==> src/rtl/extint_pkg.sv <==
package extint_pkg;

  typedef enum logic [1:0] {
    SENSE_LOW  = 2'b00,
    SENSE_ANY  = 2'b01,
    SENSE_FALL = 2'b10,
    SENSE_RISE = 2'b11
  } sense_e;

  localparam int SENSE_W = 2;

  // Per-pin strobes from control to datapath
  typedef struct packed {
    logic setFlag;
    logic clrFlag;
    logic levelSel;
  } pinStrobe_t;

endpackage

==> src/rtl/extint_ctrl.sv <==
module extint_ctrl
  import extint_pkg::*;
#(
  parameter int NUM_PINS = 4
) (
  input  logic [NUM_PINS-1:0]          syncQ,
  input  logic [NUM_PINS-1:0]          prevQ,
  input  logic [SENSE_W*NUM_PINS-1:0]  senseCtl,
  input  logic [NUM_PINS-1:0]          flagClr,
  input  logic                         clkRun,
  output pinStrobe_t [NUM_PINS-1:0]    strobes
);

  for (genvar i = 0; i < NUM_PINS; i++) begin : g_pin
    sense_e mode;
    logic   riseSeen;
    logic   fallSeen;
    logic   hit;

    assign mode     = sense_e'(senseCtl[SENSE_W*i +: SENSE_W]);
    assign riseSeen = syncQ[i] & ~prevQ[i];
    assign fallSeen = ~syncQ[i] & prevQ[i];

    always_comb begin
      case (mode)
        SENSE_ANY:  hit = riseSeen | fallSeen;
        SENSE_FALL: hit = fallSeen;
        SENSE_RISE: hit = riseSeen;
        default:    hit = 1'b0;
      endcase
    end

    assign strobes[i].setFlag  = hit & clkRun;
    assign strobes[i].clrFlag  = flagClr[i];
    assign strobes[i].levelSel = (mode == SENSE_LOW);
  end

endmodule

==> src/rtl/extint_datapath.sv <==
module extint_datapath
  import extint_pkg::*;
#(
  parameter int   NUM_PINS    = 4,
  parameter int   SYNC_STAGES = 2,
  parameter logic IDLE_LEVEL  = 1'b1
) (
  input  logic                       clk,
  input  logic                       rstN,
  input  logic [NUM_PINS-1:0]        pinIn,
  input  logic [NUM_PINS-1:0]        enable,
  input  pinStrobe_t [NUM_PINS-1:0]  strobes,
  output logic [NUM_PINS-1:0]        syncQ,
  output logic [NUM_PINS-1:0]        prevQ,
  output logic [NUM_PINS-1:0]        irqReq
);

  localparam int LAST = SYNC_STAGES - 1;

  logic [NUM_PINS-1:0] syncStage [SYNC_STAGES];
  logic [NUM_PINS-1:0] flagQ;

  for (genvar s = 0; s < SYNC_STAGES; s++) begin : g_sync
    always_ff @(posedge clk or negedge rstN) begin
      if (!rstN)       syncStage[s] <= {NUM_PINS{IDLE_LEVEL}};
      else if (s == 0) syncStage[s] <= pinIn;
      else             syncStage[s] <= syncStage[(s == 0) ? 0 : s-1];
    end
  end

  assign syncQ = syncStage[LAST];

  // Previous value tracks the pin in every mode
  always_ff @(posedge clk or negedge rstN) begin
    if (!rstN) prevQ <= {NUM_PINS{IDLE_LEVEL}};
    else       prevQ <= syncQ;
  end

  for (genvar i = 0; i < NUM_PINS; i++) begin : g_flag
    always_ff @(posedge clk or negedge rstN) begin
      if (!rstN)                    flagQ[i] <= 1'b0;
      else if (strobes[i].setFlag)  flagQ[i] <= 1'b1;
      else if (strobes[i].clrFlag)  flagQ[i] <= 1'b0;
    end

    // Level request comes from the raw pin, no clock involved
    assign irqReq[i] = enable[i] & (strobes[i].levelSel ? ~pinIn[i] : flagQ[i]);
  end

endmodule

==> src/rtl/extint_sense.sv <==
module extint_sense
  import extint_pkg::*;
#(
  parameter int NUM_PINS    = 4,
  parameter int SYNC_STAGES = 2
) (
  input  logic                        clk,
  input  logic                        rstN,
  input  logic                        clkRun,
  input  logic [NUM_PINS-1:0]         pinIn,
  input  logic [SENSE_W*NUM_PINS-1:0] senseCtl,
  input  logic [NUM_PINS-1:0]         enable,
  input  logic [NUM_PINS-1:0]         flagClr,
  output logic [NUM_PINS-1:0]         irqReq
);

  logic [NUM_PINS-1:0]       syncQ;
  logic [NUM_PINS-1:0]       prevQ;
  pinStrobe_t [NUM_PINS-1:0] strobes;

  extint_ctrl #(.NUM_PINS(NUM_PINS)) u_ctrl (
    .syncQ    (syncQ),
    .prevQ    (prevQ),
    .senseCtl (senseCtl),
    .flagClr  (flagClr),
    .clkRun   (clkRun),
    .strobes  (strobes)
  );

  extint_datapath #(.NUM_PINS(NUM_PINS), .SYNC_STAGES(SYNC_STAGES)) u_dp (
    .clk     (clk),
    .rstN    (rstN),
    .pinIn   (pinIn),
    .enable  (enable),
    .strobes (strobes),
    .syncQ   (syncQ),
    .prevQ   (prevQ),
    .irqReq  (irqReq)
  );

endmodule

==> config.mk <==
export PLATFORM = sky130hd
export DESIGN_NAME = extint_sense
export DESIGN_NICKNAME = d
export VERILOG_FILES = /design/src/rtl/extint_pkg.sv /design/src/rtl/extint_ctrl.sv /design/src/rtl/extint_datapath.sv /design/src/rtl/extint_sense.sv
export SDC_FILE = /design/constraint.sdc
export NUM_CORES = 1
export LEC_CHECK = 0
export BUFFER_PORTS_ARGS = -buffer_cell sky130_fd_sc_hd__buf_2
export CAP_MARGIN = 40
export CORE_ASPECT_RATIO = 0.7
export CORE_MARGIN = 2
export CORE_UTILIZATION = 40
export CTS_BUF_LIST = sky130_fd_sc_hd__clkbuf_4
export DETAILED_ROUTE_END_ITERATION = 10
export HOLD_SLACK_MARGIN = 0.02
export PLACE_DENSITY = 0.75
export SLEW_MARGIN = 20
export SYNTH_ARGS = -nofsm -noshare
export SYNTH_HDL_FRONTEND = slang
export SYNTH_HIERARCHICAL = 1
export SYNTH_SLANG_ARGS = --single-unit
==> constraint.sdc <==
create_clock -name clk -period 1.5 [get_ports clk]
set_input_delay 0.225 -clock clk [delete_from_list [all_inputs] [get_ports clk]]
set_output_delay 0.225 -clock clk [all_outputs]
set_load 0.01 [all_outputs]
# Word-level counts from Yosys, hierarchy flattened
# Index checks and enable logic that the tools add are counted.
# classes
n_eq_ne	12
muxes	16
bitwise	32
n_reduce_logical	8
# ops
operator	count
$and 1x1->1	16
$eq 2x2->1 const B	8
$mux 1	12
$not 1->1	12
$pmux 1 s3	4
$eq 2x1->1 const B	4
$logic_not 2->1	4
$reduce_bool 2->1	4
$or 1x1->1	4
# totals
register_bits	16

# Depth between registers and ports, before layout
# logic_depth
depth_word	6
depth_mapped	6

# By module
# Netlist, hierarchy kept.
# modules_own_cells
mod	n_inst	cells_each	area_each_um2
extint_datapath	1	36	545.5
extint_ctrl	1	43	291.5

# Worst setup path before layout
# No wires, ideal clock.
# synth_path
path_kind	register -> register
startpoint	register u_dp.syncStage (netlist bit u_dp/syncQ[2])
endpoint	register u_dp.flagQ[2]
arrival_time_ns	1.450
t_required_ns	1.436
setup_slack_ns	-0.014
path_stages_with_launch	7
n_path_buf	1
period_less_slack_ns	1.514
cell_sequence	dfstp_2 buf_4 inv_1 ha_1 or2_1 a311oi_1 a21o_1
# synth_lines
element	line_no	rtl
start: declaration	extint_datapath.sv:20	logic [NUM_PINS-1:0] syncStage [SYNC_STAGES];
start signal: indexed assignment	extint_datapath.sv:25	if (!rstN) syncStage[s] <= {NUM_PINS{IDLE_LEVEL}};
start signal: indexed assignment	extint_datapath.sv:26	else if (s == 0) syncStage[s] <= pinIn;
start signal: indexed assignment	extint_datapath.sv:27	else syncStage[s] <= syncStage[(s == 0) ? 0 : s-1];
end signal: indexed assignment	extint_datapath.sv:41	if (!rstN) flagQ[i] <= 1'b0;
end signal: indexed assignment	extint_datapath.sv:42	else if (strobes[i].setFlag) flagQ[i] <= 1'b1;
end signal: indexed assignment	extint_datapath.sv:43	else if (strobes[i].clrFlag) flagQ[i] <= 1'b0;
end: declaration	extint_datapath.sv:21	logic [NUM_PINS-1:0] flagQ;

==> impl_metrics.yaml <==
status:
  status: "complete, but fails checks"
  violations: "design-rule violations, negative setup slack"
global_routing:
  grt_max_degree: 17
  grtUsageTotal_pct: 13.8
  antenna_found_initial: 0
  grt_pass1_vias: 611
  grt_pass1_wl_um: 2540
  grt_overflow: 0
synthesis:
  ys_ff_latch: 16
  postSynthCellCount: 79
  syn_avg_cell_area_um2: 10.6
  synth.distinct_cells: 15
  ys_seq_area_share_pct: 49.6
  syn_nets: 110
  yosysWarnings: 6
  synth.cell_area_um2: 837
layout:
  n_antenna_cell: 0
  nets: 137
  area_delta_synth_final_pct: 22.3
  nFillCells: 187
  final_cell_area_um2: 1020
  final_layout_size_suffix_gt1_share_pct: 46.7
floorplanning:
  die_h_um: 42.3
  rows: 13
  initial_utilization_pct: 43.6
  die_w_um: 58.7
  die_area_um2: 2480
  floorplan.core_area_um2: 1920
  boundaryPins: 27
cts:
  clk_latency_ps: 280
  clk_path_buf_depth: 2
  cts_tree: "yes"
  cts_inserted_buffers: 3
  clk_pin_slew_ps: 90
  cts_sinks: 16
  root_buffer: "clkbuf_4"
  htree_levels: 1
worst_hold_path:
  hold_path_class: "input pin to register"
routing:
  drt_iter0_drc: 14
  wl_per_cell_um: 12.3
  vias_per_cell: 4.72
  drt-total-wl_um: 1560
  via_count: 600
  firstDrtPassIters: 7
  drtAntennaViolNets: 0
  drc: 2
worst_setup_path:
  critPathArrivalTime_ps: 1730
  cp-end-kind: "register"
  r2r_slack_ps: -3
  worst_ep_required_time_ps: 1730
  cp_max_fo: 2
  start_kind: "register"
  worstSetupPathType: "register to register"
sta:
  slew_violations: 0
  worst_pin_slew_ps: 338
  min_period_over_period_pct: 100
  max_slew_margin_pct: 77.4
  skew_ps: 1.15
  setup_ws_ps: -2.61
  finalSetupViolCount: 1
  final-hold-violation-count: 0
  max_clock_freq_mhz: 666
  min_period_ps: 1500
flow_run:
  maxCapViolations: 0
power:
  p_clk_share_pct: 26.2
  ir_drop_mv: 0.560
  sw_frac_of_total_pct: 24.7
  p_per_area_nw_per_um2: 832
  pwr-share-comb_pct: 16.2
  seqPwrFrac_pct: 57.6
  finalPower_w: 0.000852
  switchingPower_w: 0.000211
  intPower_w: 0.000641
  power_leakage_nw: 0.573
placed_design:
  dp_slack_ps: 27.6
  placed_area_um2: 935
  dpl.hpwl_um: 1170
  gpl.final_weighted_congestion: 0.631
  port-buffer-count: 26
-- repair_timing --
action | 4_1_cts | 5_1_grt
resized for setup | 0 | 5
setup endpoints to repair | 0 | 3
hold buffers | 1 | 0
setup buffers | 0 | 3
hold endpoints to repair | 4 | 0
-- registers in the layout, summed over array words and instances, names as in the netlist --
register / cells
u_dp/syncQ: 4
u_dp/prevQ: 4
u_dp/flagQ: 4
u_dp/syncStage: 4
-- power by group through the flow --
| stage | clock (W) | combinational, W | sequential, W |
|---|---|---|---|
| after floorplan | 0 | 0.0000757 | 0.000490 |
| after global placement | 0 | 0.000116 | 0.000495 |
| after detailed placement | 0 | 0.000122 | 0.000497 |
| after CTS | 0.000237 | 0.000125 | 0.000490 |
| after global routing | 0.000254 | 0.000159 | 0.000495 |
| final | 0.000223 | 0.000138 | 0.000491 |
-- stage by stage --
stage                     utilization, %  setup TNS (ps)  hold WS (ps)  instances
final                               53.3           -2.61          43.7        127
after detailed placement            48.7               0           147        119
after floorplan                        -               0         -70.6         79
after CTS                           50.6               0          30.4        124
after global placement              48.7               0           143        119
after global routing                53.3           -53.9          23.7        127
-- worst max-delay path, stage by stage (launching register included) --
cell	delay, ps
dfstp_2	540
inv_1	40
ha_1	280
or2_1	250
a311oi_2	240
a21o_1	110
-- cells in the mapped netlist --
| cell type | number | area share, % |
|---|---|---|
| o211a_1 | 4 | 4.8 |
| nand4b_1 | 2 | 2.1 |
| a21oi_1 | 2 | 1.2 |
| buf_4 | 8 | 7.2 |
| ha_1 | 8 | 12 |
| or2_1 | 2 | 1.5 |
| a311oi_1 | 2 | 2.1 |
| nor2_1 | 4 | 1.8 |
| inv_1 | 13 | 5.8 |
| dfrtp_1 | 4 | 12 |
| o31ai_1 | 2 | 1.8 |
| a21o_1 | 4 | 3.6 |
| nand2_1 | 8 | 3.6 |
| nor2b_1 | 4 | 3.0 |
| dfstp_2 | 12 | 38 |
-- cell usage in the layout (no fill, tap or decap), drive strengths merged, types with 4 or more instances in the layout --
cell,instances
a21o,4
buf,29
dfrtp,4
dfstp,12
ha,8
inv,13
nand2,8
nor2,4
nor2b,4
o211a,4
-- worst paths after layout --
| check | startpoint | end | depth (start not counted) |
|---|---|---|---|
| max | u_dp/syncQ[2] | u_dp/flagQ[2] | 5 |
| min reg2reg | u_dp/syncStage[4] | u_dp/syncQ[0] | 0 |
| min | pinIn[3] | u_dp/syncStage[7] | 1 |
| max reg2reg | u_dp/syncQ[2] | u_dp/flagQ[2] | 5 |
| min in group asynchronous | rstN | u_dp/flagQ[3] | 2 |
| max in group asynchronous | rstN | u_dp/syncStage[4] | 2 |
-- layer usage --
metal | GRT usage, % | vias to the layer above | share of wire [%]
li1 | - | 300 | -
met2 | 23.8 | 16 | 52
met4 | 2.73 | 0 | 0
met1 | 15.9 | 284 | 42
met3 | 5.86 | 0 | 6.6
met5 | 0 | - | 0
-- cell families (layout without fill, tap and decap cells) --
group	after synthesis	count (layout)	share of synthesized area, %
buf+inv	21	47	13.0
simple gates	20	20	12.0
flops	16	16	49.6
compound gates	14	14	13.5
fa+ha+maj	8	8	12.0
-- layout make-up --
class / instances / area [um^2] / area share [%]
tap: 22 / 27.5 / 2.69
sequential: 16 / 415 / 40.6
timing repair buffer: 30 / 163 / 15.9
inverter: 13 / 48.8 / 4.77
clock buffer: 3 / 22.5 / 2.20
clock inverter: 1 / 3.75 / 0.367
multi-input combinational: 42 / 343 / 33.5
No activity file was read; power rests on OpenSTA's default activity.
